<file path="src/rtl/wdtRstPkg.sv">
package wdtRstPkg;

  localparam int DATA_W = 8;
  localparam int ADDR_W = 2;

  typedef enum logic [ADDR_W-1:0] {
    REG_CTRL  = 2'd0,
    REG_COUNT = 2'd1,
    REG_RSTCS = 2'd2,
    REG_NONE  = 2'd3
  } regSel_e;

  // Strobes from control to datapath
  typedef struct packed {
    logic              ctrlWr;     // write timer control
    logic              cntWr;      // load counter
    logic              holdCount;  // chip reset pulse active: force counter to zero
    logic              clearLocal; // watchdog-only reset of counter/control
    logic [DATA_W-1:0] wdata;
  } dpStrobe_t;

endpackage

</file>
<file path="src/rtl/wdtDatapath.sv">
module wdtDatapath
  import wdtRstPkg::*;
#(
  parameter int CNT_W = DATA_W
) (
  input  logic             clk,
  input  logic             rstPinN,
  input  dpStrobe_t        strobe,
  input  logic             tickEn,
  output logic [CNT_W-1:0] countQ,
  output logic             modeWd,
  output logic             runQ,
  output logic             wrapEvt
);

  localparam logic [CNT_W-1:0] CNT_MAX = {CNT_W{1'b1}};

  logic incEn;

  assign incEn   = runQ && tickEn && !strobe.holdCount;
  assign wrapEvt = incEn && !strobe.cntWr && (countQ == CNT_MAX);

  always_ff @(posedge clk) begin
    if (!rstPinN) begin
      countQ <= '0;
    end else if (strobe.holdCount || strobe.clearLocal) begin
      countQ <= '0;
    end else if (strobe.cntWr) begin
      countQ <= strobe.wdata[CNT_W-1:0];
    end else if (incEn) begin
      countQ <= countQ + 1'b1;
    end
  end

  always_ff @(posedge clk) begin
    if (!rstPinN) begin
      modeWd <= 1'b0;
      runQ   <= 1'b0;
    end else if (strobe.clearLocal) begin
      modeWd <= 1'b0;
      runQ   <= 1'b0;
    end else if (strobe.ctrlWr) begin
      modeWd <= strobe.wdata[7];
      runQ   <= strobe.wdata[6];
    end
  end

endmodule

</file>
<file path="src/rtl/wdtControl.sv">
module wdtControl
  import wdtRstPkg::*;
#(
  parameter int PULSE_LEN = 8
) (
  input  logic              clk,
  input  logic              rstPinN,
  input  logic              busSel,
  input  logic              busWr,
  input  logic [ADDR_W-1:0] busAddr,
  input  logic [DATA_W-1:0] busWdata,
  output logic [DATA_W-1:0] busRdata,
  input  logic              wrapEvt,
  input  logic              modeWd,
  input  logic              runQ,
  input  logic [DATA_W-1:0] countQ,
  output dpStrobe_t         strobe,
  output logic              chipResetOut,
  output logic              wdtLocalReset,
  output logic              flagQ,
  output logic              armQ,
  output logic              rstEnQ
);

  localparam int PW = $clog2(PULSE_LEN + 1);
  localparam logic [PW-1:0] PULSE_LOAD = PW'(PULSE_LEN);

  logic          rstTypeQ;
  logic [PW-1:0] pulseCnt;
  logic          wrAccess, rdAccess;
  logic          wrRstcs, rdRstcs;
  logic          wdOverflow, clearReq;

  assign wrAccess   = busSel && busWr;
  assign rdAccess   = busSel && !busWr;
  assign wrRstcs    = wrAccess && (busAddr == REG_RSTCS);
  assign rdRstcs    = rdAccess && (busAddr == REG_RSTCS);
  assign wdOverflow = wrapEvt && modeWd;
  assign clearReq   = wrRstcs && !busWdata[7] && armQ;

  assign chipResetOut = (pulseCnt != '0);

  always_comb begin
    strobe.wdata      = busWdata;
    strobe.holdCount  = chipResetOut;
    strobe.ctrlWr     = wrAccess && (busAddr == REG_CTRL);
    strobe.cntWr      = wrAccess && (busAddr == REG_COUNT) && !chipResetOut;
    strobe.clearLocal = wdOverflow;
  end

  // Overflow flag: overflow set beats an armed clear
  always_ff @(posedge clk) begin
    if (!rstPinN) begin
      flagQ <= 1'b0;
    end else if (wdOverflow) begin
      flagQ <= 1'b1;
    end else if (clearReq) begin
      flagQ <= 1'b0;
    end
  end

  // Arm: set by a read that sees the flag, consumed by a zero write
  always_ff @(posedge clk) begin
    if (!rstPinN) begin
      armQ <= 1'b0;
    end else if (clearReq) begin
      armQ <= 1'b0;
    end else if (rdRstcs && flagQ) begin
      armQ <= 1'b1;
    end
  end

  always_ff @(posedge clk) begin
    if (!rstPinN) begin
      rstEnQ   <= 1'b0;
      rstTypeQ <= 1'b0;
    end else if (wrRstcs) begin
      rstEnQ   <= busWdata[6];
      rstTypeQ <= busWdata[5];
    end
  end

  always_ff @(posedge clk) begin
    if (!rstPinN) begin
      pulseCnt <= '0;
    end else if (wdOverflow && rstEnQ) begin
      pulseCnt <= PULSE_LOAD;
    end else if (pulseCnt != '0) begin
      pulseCnt <= pulseCnt - 1'b1;
    end
  end

  always_ff @(posedge clk) begin
    if (!rstPinN) begin
      wdtLocalReset <= 1'b0;
    end else begin
      wdtLocalReset <= wdOverflow;
    end
  end

  always_comb begin
    case (busAddr)
      REG_CTRL:  busRdata = {modeWd, runQ, 6'b000000};
      REG_COUNT: busRdata = countQ;
      REG_RSTCS: busRdata = {flagQ, rstEnQ, rstTypeQ, 5'b11111};
      default:   busRdata = '0;
    endcase
  end

endmodule

</file>
<file path="src/rtl/wdtResetCtl.sv">
module wdtResetCtl
  import wdtRstPkg::*;
#(
  parameter int PULSE_LEN = 8
) (
  input  logic              clk,
  input  logic              rstPinN,
  input  logic              busSel,
  input  logic              busWr,
  input  logic [ADDR_W-1:0] busAddr,
  input  logic [DATA_W-1:0] busWdata,
  output logic [DATA_W-1:0] busRdata,
  input  logic              tickEn,
  output logic              chipResetOut,
  output logic              wdtLocalReset
);

  dpStrobe_t         strobe;
  logic [DATA_W-1:0] countQ;
  logic              modeWd, runQ, wrapEvt;
  logic              flagQ, armQ, rstEnQ;

  wdtDatapath #(.CNT_W(DATA_W)) u_dp (
    .clk     (clk),
    .rstPinN (rstPinN),
    .strobe  (strobe),
    .tickEn  (tickEn),
    .countQ  (countQ),
    .modeWd  (modeWd),
    .runQ    (runQ),
    .wrapEvt (wrapEvt)
  );

  wdtControl #(.PULSE_LEN(PULSE_LEN)) u_ctrl (
    .clk           (clk),
    .rstPinN       (rstPinN),
    .busSel        (busSel),
    .busWr         (busWr),
    .busAddr       (busAddr),
    .busWdata      (busWdata),
    .busRdata      (busRdata),
    .wrapEvt       (wrapEvt),
    .modeWd        (modeWd),
    .runQ          (runQ),
    .countQ        (countQ),
    .strobe        (strobe),
    .chipResetOut  (chipResetOut),
    .wdtLocalReset (wdtLocalReset),
    .flagQ         (flagQ),
    .armQ          (armQ),
    .rstEnQ        (rstEnQ)
  );

endmodule

</file>
<file path="config.mk">
export PLATFORM = sky130hd
export DESIGN_NAME = wdtResetCtl
export DESIGN_NICKNAME = d
export VERILOG_FILES = /design/src/rtl/wdtRstPkg.sv /design/src/rtl/wdtDatapath.sv /design/src/rtl/wdtControl.sv /design/src/rtl/wdtResetCtl.sv
export SDC_FILE = /design/constraint.sdc
export NUM_CORES = 1
export LEC_CHECK = 0
export BUFFER_PORTS_ARGS = -buffer_cell sky130_fd_sc_hd__buf_2
export CAP_MARGIN = 20
export CORE_MARGIN = 2
export CORE_UTILIZATION = 25
export CTS_BUF_LIST = sky130_fd_sc_hd__clkbuf_2 sky130_fd_sc_hd__clkbuf_4 sky130_fd_sc_hd__clkbuf_8
export CTS_CLUSTER_DIAMETER = 30
export CTS_CLUSTER_SIZE = 40
export DETAILED_ROUTE_END_ITERATION = 10
export GPL_ROUTABILITY_DRIVEN = 0
export SYNTH_ARGS = -nofsm -noshare
export SYNTH_HDL_FRONTEND = slang
export SYNTH_SLANG_ARGS = --single-unit
</file>
<file path="constraint.sdc">
create_clock -name clk -period 4.1 [get_ports clk]
set_input_delay 0.82 -clock clk [delete_from_list [all_inputs] [get_ports clk]]
set_output_delay 0.82 -clock clk [all_outputs]
set_load 0.01 [all_outputs]
</file>
==> impl_summary.txt, run 1 <==
----------------------------------------------------
[Detailed routing]
  TritonRoute pass-1 iters ... 4
  Total number of vias ... slightly below 1000
  Residual DRC ... 0
  Residual antenna-violating net count after detailed routing ... 0
  Initial drt markers ... 38
  DR WL/cell ... around 12 um
  Routed wire length ... roughly 2.5 mm
  Number of vias per cell ... approximately 4.9

[STA]
  Max Clk Rate ... ~370 MHz
  Final min period ... between 2 and 3 ns
  Clock Skew ... 0.00166 ns
  PnR worst setup slack ... ~1.4 ns
  Slew at the pin closest to its max-slew limit ... 0.764 ns
  Unrepaired setup endpoints after global routing ... no
  Final sum of negative setup slack ... 0 ns
  Final hold violation count ... 0
  Worst slew margin ... 48.8%
  Number of pins with negative max-slew slack in the final report ... 0
  Setup violators final ... 0
  Tcrit/Tclk final ... roughly two thirds

[Die]
  Placement Rows ... 24
  Die width ... between 70 and 80 um
  Vertical die dimension ... between 70 and 80 um
  I/O pin count ... 25
  Initial Utilization ... roughly a quarter
  Core Box Area ... 4290 sq um
  Die outline area ... ~4900 sq um

[Clock tree]
  TritonCTS clock tree ... yes
  CTS Root Buffer Type ... clkbuf_8
  Number of H-tree levels ... 1
  Skew-Pair Late Insertion Delay ... between 0.2 and 0.3 ns
  Number of buffers inserted by hold repair at cts ... 0
  Number of clock buffers inserted by TritonCTS ... 3
  CTS Buffer Depth ... 2
  # Post-CTS Setup Buffers ... 0
  CTS clk-pin slew, worst paths ... 0.07 ns
  Sinks on Clock Net ... 19
  # resized after CTS ... 0

[Synth]
  Sequential fraction of the synthesis area ... about a third
  Number of warnings printed during yosys synthesis ... 0
  Synthesized area divided by synthesized cell count ... between 8 and 9 sq um
  Share of synthesized cell area in full adder, half adder and majority cells ... under 10%
  Synth Area in Compound Gates ... just under 20%
  Yosys cell types ... 38
  Basic-gate share of the synthesized area counting and, or, nand and nor cells ... a little over a quarter
  Flops & latches, synth ... 19
  Syn Std Cell Area ... roughly 1100 sq um
  Combinational family with the most area after synthesis ... simple AND/OR/NAND/NOR gates
  Post-synthesis mux area share ... about 5.5%
  Cells after Synth ... about 130
  Nets in the synthesized netlist ... 143
  Synthesized-area fraction occupied by xor and xnor cells ... 6.39%

[Setup path]
  Source of the critical timing path ... busAddr[1]
  Crit path capture type ... primary output
  Worst Reg-to-Reg Cells ... 5
  Worst flop-to-flop path startpoint ... u_dp.countQ[0]
  Critical path capture point ... busRdata[5]
  FF-to-FF End ... u_dp.countQ[1]
  Classification of the worst setup path ... in2out
  Reg2reg setup slack ... around 2.2 ns
  WP data required ... ~3.3 ns
  Crit-path max FO ... 9
  CP startpoint kind ... input port
  Arrival time of data at the critical path endpoint ... about 1.9 ns

[GRT]
  Number of antenna violations at the first check in global routing ... 0
  Remaining global-route overflow ... 0
  Vias in the first global route ... between 900 and 1000
  GRT Overall Usage ... 10.8%
  Wire length of the first global-routing pass ... 4.25 mm
  Pin count of the biggest net entering global routing ... 17

[Status]
  Outcome ... finished, final reports clean

[Final layout]
  Commonest non-fill, non-tap cells in the layout ... 24 x buf_2, 19 x dfxtp_1, 12 x nor2_1
  Area of combinational cells with multiple inputs ... about 670 sq um
  Most common library cell in the layout ignoring fill and taps ... buf_2
  Area growth from synthesis to layout ... 20.5%
  Register bank with the most flops ... u_dp.countQ
  Number of flip-flops in the largest register ... 8
  Count of inserted antenna diode cells ... 0
  Layout cell share with drive strength beyond 1 ... between 20% and 30%
  Leading registers by flop count ... u_dp.countQ: 8 flops, u_ctrl.pulseCnt: 4 flops
  Fill cells ... 473
  Post-layout net count ... between 150 and 200
  Area occupied by registers ... 380 sq um

[Place]
  Post-DP HPWL ... just under 2 mm
  Worst slack after detailed placement ... between 1 and 1.5 ns
  Number of port buffers ... 24

[Power and ir drop]
  Leakage Power ... roughly 0.00057 uW
  Maximum vdd drop ... a little over 100 uV
  Power Dens Cells ... 413 nW/um^2

[Flow run]
  Max-capacitance violation count ... 0

[Min path]
  Class of the tightest hold or removal check ... reg2reg
  Worst hold start ... u_ctrl.armQ

----------------------------------------------------
-- cell families after synthesis --
family / count (synthesis)
simple gates: 49
compound gates: 30
flops: 19
buf+inv: 10
xor+xnor: 8
mux: 6
fa+ha+maj: 3
-- metal layers --
metal / wire length [um] / GRT usage [%]
met2: 1050 / 15.1
met3: 136 / 2.60
met1: 1270 / 15.1
met5: 0 / 0
met4: 47 / 5.77
-- power by group --
group | switching (uW) | internal [uW]
logic | 109 | 76.3
registers | 20.2 | 205
clock network | 59.7 | 75.7
-- cell usage after synthesis --
cell	number	area, sq um
and4b_1	1	10.0
nand4_1	1	6.26
nand4b_1	2	17.5
a221oi_1	1	8.76
o21a_1	2	15.0
nand3_1	5	25.0
nor3b_4	1	18.8
dfxtp_1	19	380
o21ai_0	7	35.0
a21boi_0	2	15.0
or2_2	1	6.26
xnor2_1	5	43.8
nor3b_2	1	12.5
nand2_1	7	26.3
nor4_1	1	6.26
nor2b_1	3	18.8
clkbuf_1	3	11.3
a21o_1	5	37.5
or3_1	2	12.5
nor2_1	12	45.0
a211oi_2	1	12.5
a21oi_1	2	10.0
xor2_1	3	26.3
ha_1	3	37.5
a22o_1	1	8.76
inv_4	1	6.26
o211ai_1	1	7.51
nor4_4	1	21.3
inv_1	5	18.8
and2_1	1	6.26
nor3_1	3	15.0
and3_1	6	37.5
a211oi_1	6	45.0
and4_1	1	8.76
buf_2	1	5.00
mux2i_1	6	60.1
a32oi_1	1	8.76
a41oi_1	1	8.76
-- worst min-delay path by stage --
stage	endpoint	slack, ns	depth (start not counted)
6_report	u_ctrl.armQ	0.47	1
5_1_grt	u_ctrl.armQ	0.49	1
4_1_cts	u_ctrl.armQ	0.47	1
3_5_place_dp	u_ctrl.armQ	0.45	1
3_3_place_gp	u_ctrl.armQ	0.46	1
2_1_floorplan	u_ctrl.armQ	0.43	1
-- worst max-delay path, cell delays in order --
cell and delay, ns:
buf_2 0.14, nor2b_1 0.56, a22o_1 0.25, buf_2 0.13
-- per-stage QoR --
stage | hold slack [ns] | cells | util [%] | cell area, sq um | total power [uW]
2_1_floorplan | 0.429 | 125 | - | 1100 | 363
3_3_place_gp | 0.459 | 198 | 29.6 | 1270 | 416
3_5_place_dp | 0.453 | 198 | 29.6 | 1270 | 418
4_1_cts | 0.467 | 202 | 30.8 | 1320 | 557
5_1_grt | 0.488 | 202 | 30.8 | 1320 | 591
6_report | 0.465 | 202 | 30.8 | 1320 | 546
-- layout make-up --
class | instances | area share (%)
multi-input combinational | 96 | 51.0
sequential | 19 | 28.8
inverter | 6 | 1.89
timing repair buffer | 25 | 9.66
tap | 52 | 4.92
clock buffer | 4 | 3.69
(Power assumes the default switching activity.)
==> run 2, diff against run 1 <==
--- a/config.mk
+++ b/config.mk
@@ -5,6 +5,7 @@
 export SDC_FILE = /design/constraint.sdc
 export NUM_CORES = 1
 export LEC_CHECK = 0
+export ABC_AREA = 1
 export BUFFER_PORTS_ARGS = -buffer_cell sky130_fd_sc_hd__buf_2
 export CAP_MARGIN = 20
 export CORE_MARGIN = 2
==> constraint.sdc (replaced) <==
create_clock -name clk -period 2.3 [get_ports clk]
set_input_delay 0.46 -clock clk [delete_from_list [all_inputs] [get_ports clk]]
set_output_delay 0.46 -clock clk [all_outputs]
set_load 0.01 [all_outputs]
==> run 2 against run 1 <==
Against the previous run:
- wire length up 22%
- design area up 11%
- flip-flop and latch count unchanged
- sequential power up 82%
- sequential share of layout area down 3.0 points
- non-clock buffer count down 1
==> impl_summary.txt, run 2 <==
----------------------------------------------------
[Die]
  Placement Rows ... 25 (+4.2%)
  Initial Utilization ... 26.1% (+0.53 points)
  I/O pin count ... 25 (unchanged)
  Core Box Area ... 4750 sq um (+11%)
  Vertical die dimension ... 74.4 um (+5.9%)
  Die width ... 74.4 um (+5.9%)
  Die outline area ... 5530 sq um (+12%)

[Setup path]
  Crit-path max FO ... 16 (+7)
  Buffers & Inverters on Critical Path ... 3 (+1)
  Crit path max-delay family ... simple AND/OR/NAND/NOR gates
  Largest stage delay, worst path ... 0.30 ns (-0.26 ns)
  Most common cell on crit path ... inv_1
  WP data required ... 1.84 ns (-1.44 ns)
  CP startpoint kind ... flip-flop
  Crit path capture type ... primary output
  Classification of the worst setup path ... reg2out
  CP max stage cell ... dfxtp_1
  Cell-by-cell trace of the critical path ... inv_1, ha_1, nand2_2, nor2_8, inv_1, buf_2
  Arrival time of data at the critical path endpoint ... 1.49 ns (-0.41 ns)

[STA]
  Slew at the pin closest to its max-slew limit ... 0.320 ns (-0.444 ns)
  Final min period ... about 2.0 ns
  Final hold violation count ... 0 (unchanged)
  Max Clk Rate ... slightly above 500 MHz
  Final sum of negative setup slack ... 0 ns (unchanged)
  Tcrit/Tclk final ... ~85%
  Clock Skew ... 0.00236 ns (+0.000695 ns)
  Number of pins with negative max-slew slack in the final report ... 0 (unchanged)
  Unrepaired setup endpoints after global routing ... no
  PnR worst setup slack ... 0.345 ns (-1.03 ns)
  Setup violators final ... 0 (unchanged)
  Worst slew margin ... 78.6% (+30 points)

[Final layout]
  Layout cell share with drive strength beyond 1 ... 21.9% (-1.4 points)
  Most common library cell in the layout ignoring fill and taps ... nor2_1
  Post-layout net count ... 229 (+36%)
  Commonest non-fill, non-tap cells in the layout ... 36 x nor2_1, 33 x nand2_1, 24 x nand3_1, 24 x buf_2
  Non-filler instance count after layout ... 277 (+37%)
  Fill cells ... 541 (+14%)
  Count of inserted antenna diode cells ... 0 (unchanged)
  Number of flip-flops in the largest register ... 8 (unchanged)
  Leading registers by flop count ... u_dp.countQ: 8 flops, u_ctrl.pulseCnt: 4 flops
  Area growth from synthesis to layout ... 18.9%
  Register bank with the most flops ... u_dp.countQ

[Place]
  Post-DP HPWL ... 2.32 mm (+21%)
  Count of placed standard cells including taps ... 273 (+38%)
  Worst slack after detailed placement ... 0.504 ns (-0.894 ns)
  Number of port buffers ... 24 (unchanged)

[Synth]
  Cells after Synth ... 184 (+47%)
  Leading post-synthesis cells by cell area ... dfxtp_1 31%, nor2_1 11%, nand2_1 10%, nand3_1 9.7%, inv_1 5.8%
  Area share of the leading cell type in the synthesized netlist ... 30.7% (-4.0 points)
  Syn Std Cell Area ... 1240 sq um (+13%)
  Nets in the synthesized netlist ... 202 (+41%)
  Most area-hungry cell type in the Yosys netlist ... dfxtp_1
  Most frequently used cell type in the post-synthesis netlist ... nor2_1
  Sequential fraction of the synthesis area ... 30.7% (-4.0 points)
  Prevailing post-synth register cell ... dfxtp_1
  Async set-reset flop share out of synthesis ... 0% (unchanged)
  Most used standard cells in the synthesized netlist ... 36 x nor2_1, 33 x nand2_1, 24 x nand3_1
  Number of synthesized flops with an enable pin ... 0 (unchanged)
  Yosys cell types ... 27 (-29%)
  Number of warnings printed during yosys synthesis ... 0 (unchanged)
  Synthesized area divided by synthesized cell count ... 6.73 sq um (-23%)
  Flops & latches, synth ... 19 (unchanged)

[GRT]
  Met1 global-route usage ... 17.7% (+2.6 points)
  Global routing usage on met3 ... 2.30% (-0.29 points)
  Layer with the highest usage ... met2
  Number of antenna violations at the first check in global routing ... 0 (unchanged)
  Vias in the first global route ... 1137 (+25%)
  Remaining global-route overflow ... 0 (unchanged)
  Wire length of the first global-routing pass ... 5.36 mm (+26%)
  Met2 demand-to-capacity share in global routing ... 18.7% (+3.6 points)
  GRT Overall Usage ... 12.5% (+1.7 points)
  Pin count of the biggest net entering global routing ... 17 (unchanged)

[Clock tree]
  TritonCTS clock tree ... yes
  # Post-CTS Setup Buffers ... 0 (unchanged)
  Sinks on Clock Net ... 19 (unchanged)
  Number of buffers inserted by hold repair at cts ... 0 (unchanged)
  Skew-Pair Late Insertion Delay ... 0.26 ns (about the same)
  # resized after CTS ... 0 (unchanged)
  CTS Buffer Depth ... 2 (unchanged)
  Number of H-tree levels ... 1 (unchanged)
  CTS clk-pin slew, worst paths ... 0.07 ns (about the same)
  CTS Root Buffer Type ... clkbuf_8
  Number of clock buffers inserted by TritonCTS ... 3 (unchanged)

[Detailed routing]
  Residual DRC ... 0 (unchanged)
  Residual antenna-violating net count after detailed routing ... 0 (unchanged)
  Initial drt markers ... 69 (+82%)
  Total number of vias ... 1230 (+24%)
  Number of vias per cell ... 4.44 (-9.7%)
  TritonRoute pass-1 iters ... 4 (unchanged)
  Routed wire length ... 3.03 mm (+22%)
  DR WL/cell ... 11.0 um (-11%)

[Power and ir drop]
  Leakage Power ... 0.000647 uW (+14%)
  Maximum vdd drop ... 383 uV (+280%)
  Power Dens Cells ... 754 nW/um^2 (+83%)
  Total power after layout ... 1110 uW (+100%)

[Min path]
  Class of the tightest hold or removal check ... reg2reg

[Status]
  Outcome ... finished, final reports clean

[Flow run]
  Max-capacitance violation count ... 0 (unchanged)

----------------------------------------------------
-- run 2: area by class of cell --
cell class	count	area [sq um]	area share [%]
flip-flops and latches	19	380	25.8
well taps	67	83.8	5.69
clock buffers	3	41.3	2.80
multi-input cells	142	763	51.8
inverters	21	78.8	5.35
clock inverters	1	5.00	0.340
repair buffers	24	120	8.16
-- run 2: through the flow --
stage	instance area, sq um	hold slack [ns]	util [%]
after CTS	1470	0.471	31.0
after global routing	1470	0.498	31.0
after detailed placement	1430	0.459	30.0
after global placement	1430	0.452	30.0
final	1470	0.464	31.0
after floorplan	1240	0.433	-
-- run 2: where the power goes --
group | internal [uW] | total (uW) | switching, uW
Combinational | 158 | 460 | 302
Sequential | 367 | 409 | 41.9
Clock | 121 | 241 | 120
Total | 646 | 1110 | 464
-- run 2: worst paths after layout --
check	start	to	slack, ns	depth (start not counted)
hold reg to reg	u_ctrl.armQ	u_ctrl.armQ	0.46	2
setup reg to reg	u_ctrl.pulseCnt[0]	u_dp.countQ[7]	0.66	9
setup / recovery	u_ctrl.pulseCnt[0]	chipResetOut	0.35	6
hold / removal	u_ctrl.armQ	u_ctrl.armQ	0.46	2
-- run 2: routing by layer --
layer	routed length (um)	share of wire [%]
met1	1480	49
met2	1290	42
met3	208	6.9
met4	61	2.0
met5	0	0
-- run 2: kinds of logic after synthesis --
logic type | Yosys count | share of synthesized area [%]
adders and majority gates | 3 | 3.03
AOI/OAI and AO/OA | 24 | 10.6
DFF | 19 | 30.7
xor gates and xnor gates | 3 | 2.12
and+or+nand+nor | 112 | 45.9
buffers and inverters | 23 | 7.68
-- run 2: worst reg2reg max path: stages, from the launching register on --
cell and delay (ns):
dfxtp_1 0.30, inv_1 0.11, ha_1 0.24, nand2_2 0.12, nor2_8 0.25, nand2_2 0.19, nand3_1 0.11, nand2_1 0.05
nor2_1 0.12, nor2_2 0.04
==> run 3, diff against run 2 <==
==> constraint.sdc (replaced) <==
create_clock -name clk -period 1.8 [get_ports clk]
set_input_delay 0.36 -clock clk [delete_from_list [all_inputs] [get_ports clk]]
set_output_delay 0.36 -clock clk [all_outputs]
set_load 0.01 [all_outputs]
==> run 3 against run 2 <==
Against the previous run:
- setup slack lost 0.22 ns
- highest routed layer unchanged
- non-clock buffer count grew 5
- worst hold slack lost 0.066 ns
- clock power grew 32%
- sequential power grew 28%
- sequential share of layout area shrank 0.73 points
==> impl_summary.txt, run 3 (synthesis gave the netlist of run 2 again) <==
----------------------------------------------------
[Status]
  Outcome ... finished, final reports clean

[Final layout]
  Post-layout net count ... 234 (+2.2%)
  Fill cells ... 542 (+0.18%)
  Non-filler instance count after layout ... 282 (+1.8%)
  Number of flip-flops in the largest register ... 8 (unchanged)
  Register bank with the most flops ... u_dp.countQ
  Most common library cell in the layout ignoring fill and taps ... nor2_1
  Area growth from synthesis to layout ... 22.3%
  Count of inserted antenna diode cells ... 0 (unchanged)
  Commonest non-fill, non-tap cells in the layout ... 36 x nor2_1, 33 x nand2_1, 24 x nand3_1, 24 x buf_2
  Layout cell share with drive strength beyond 1 ... 24.2% (+2.3 points)
  Leading registers by flop count ... u_dp.countQ: 8 flops, u_ctrl.pulseCnt: 4 flops

[Clock tree]
  TritonCTS clock tree ... yes
  CTS Root Buffer Type ... clkbuf_8
  Number of H-tree levels ... 1 (unchanged)
  Skew-Pair Late Insertion Delay ... 0.26 ns (about the same)
  Number of clock buffers inserted by TritonCTS ... 3 (unchanged)
  CTS clk-pin slew, worst paths ... 0.07 ns (about the same)
  CTS Buffer Depth ... 2 (unchanged)
  Sinks on Clock Net ... 19 (unchanged)

[STA]
  Tcrit/Tclk final ... 93.0%
  Max Clk Rate ... between 500 and 600 MHz
  Worst slew margin ... 78.8% (+0.20 points)
  Hold slack final ... 0.397 ns (-0.0663 ns)
  Setup violators final ... 0 (unchanged)
  Clock Skew ... 0.00198 ns (-0.000372 ns)
  Number of pins with negative max-slew slack in the final report ... 0 (unchanged)
  Final sum of negative setup slack ... 0 ns (unchanged)
  Final hold violation count ... 0 (unchanged)
  Unrepaired setup endpoints after global routing ... no
  Final min period ... 1.67 ns
  Slew at the pin closest to its max-slew limit ... 0.317 ns (-0.00294 ns)

[Detailed routing]
  Top routing layer in use ... met4
  DR WL/cell ... 11.0 um (+0.72%)
  Amount of wire on met3 after detailed routing ... 191 um (-8.2%)
  Residual antenna-violating net count after detailed routing ... 0 (unchanged)
  Metal-1 WL ... 1.63 mm (+11%)
  Residual DRC ... 0 (unchanged)
  Met2 routed wirelength ... 1.26 mm (-2.4%)
  Total number of vias ... 1236 (+0.49%)
  Number of vias per cell ... 4.38 (-1.3%)
  TritonRoute pass-1 iters ... 5 (+1)
  Routed wire length ... 3.11 mm (+2.5%)
  Initial drt markers ... 74 (+7.2%)

[GRT]
  GRT Overall Usage ... 11.9% (-0.67 points)
  Wire length of the first global-routing pass ... 5.06 mm (-5.5%)
  Vias in the first global route ... 1095 (-3.7%)
  Pin count of the biggest net entering global routing ... 11 (-6)
  Remaining global-route overflow ... 0 (unchanged)
  Number of antenna violations at the first check in global routing ... 0 (unchanged)

[Setup path]
  CP startpoint kind ... flip-flop
  Crit path capture type ... primary output
  WP data required ... 1.44 ns (-0.40 ns)
  Crit-path max FO ... 4 (-12)
  Arrival time of data at the critical path endpoint ... 1.31 ns (-0.18 ns)
  Classification of the worst setup path ... reg2out

[Die]
  Initial Utilization ... 26.1% (unchanged)
  Die width ... 74.4 um (unchanged)
  I/O pin count ... 25 (unchanged)
  Vertical die dimension ... 74.4 um (unchanged)
  Core Box Area ... 4750 sq um (unchanged)
  Placement Rows ... 25 (unchanged)
  Die outline area ... 5530 sq um (unchanged)

[Place]
  Count of placed standard cells including taps ... 276 (+1.1%)
  Post-DP HPWL ... 2.38 mm (+2.6%)
  Number of port buffers ... 24 (unchanged)

[Power and ir drop]
  Leakage Power ... 0.000670 uW (+3.6%)
  Maximum vdd drop ... 444 uV (+16%)
  Power Dens Cells ... 1020 nW/um^2 (+36%)

[Min path]
  Class of the tightest hold or removal check ... in2reg

[Flow run]
  Max-capacitance violation count ... 0 (unchanged)

----------------------------------------------------
-- run 3: changes by cell type in the layout (fill, tap and decap cells not counted) --
cell,change
clkinv_2,-1
ha_1,-1
ha_2,+1
clkbuf_4,+1
buf_4,+5
-- run 3: through the flow --
step / utilization (%) / worst slack, ns / instance area (sq um) / power, uW
after floorplan: - / 0.360 / 1240 / 1020
after global placement: 30.5 / 0.224 / 1450 / 1160
after detailed placement: 30.5 / 0.221 / 1450 / 1160
after CTS: 31.8 / 0.0817 / 1510 / 1560
after global routing: 31.9 / 0.0385 / 1520 / 1680
final: 31.9 / 0.127 / 1520 / 1550
-- run 3: critical path, cell delays in order (launching register included) --
cell and delay [ns]:
dfxtp_1 0.30, inv_1 0.12, ha_2 0.23, nand2_2 0.11, nor2_8 0.13, inv_1 0.04
buf_2 0.13
-- run 3: final timing paths --
kind	from	end	slack (ns)	depth (start not counted)
setup / recovery	u_ctrl.pulseCnt[0]	chipResetOut	0.13	6
hold / removal	busWr	u_ctrl.armQ	0.40	3
setup reg to reg	u_ctrl.pulseCnt[0]	u_dp.countQ[7]	0.22	10
hold reg to reg	u_ctrl.armQ	u_ctrl.armQ	0.46	2
-- run 3: power breakdown --
group,total (uW),switching (uW),internal [uW]
clock network,317,144,173
registers,525,55.3,469
logic,709,420,289
-- run 3: cell type report --
class	instances	area [sq um]	share of cell area (%)
Clock buffer	4	48.8	3.22
Timing Repair Buffer	29	158	10.4
Multi-Input combinational cell	142	766	50.5
Inverter	21	78.8	5.20
Sequential cell	19	380	25.1
Tap cell	67	83.8	5.53
-- run 3: what timing repair did --
item,in CTS,in global routing
hold buffers,0,0
pin swaps,1,0
gates resized for setup,0,1
setup endpoints to repair,1,1
buffers inserted,2,0
-- run 3: metal layers --
metal,vias to the layer above,GRT usage [%]
met5,-,0
met4,0,2.98
met3,2,3.79
met2,35,16.8
met1,541,17.3
li1,658,-
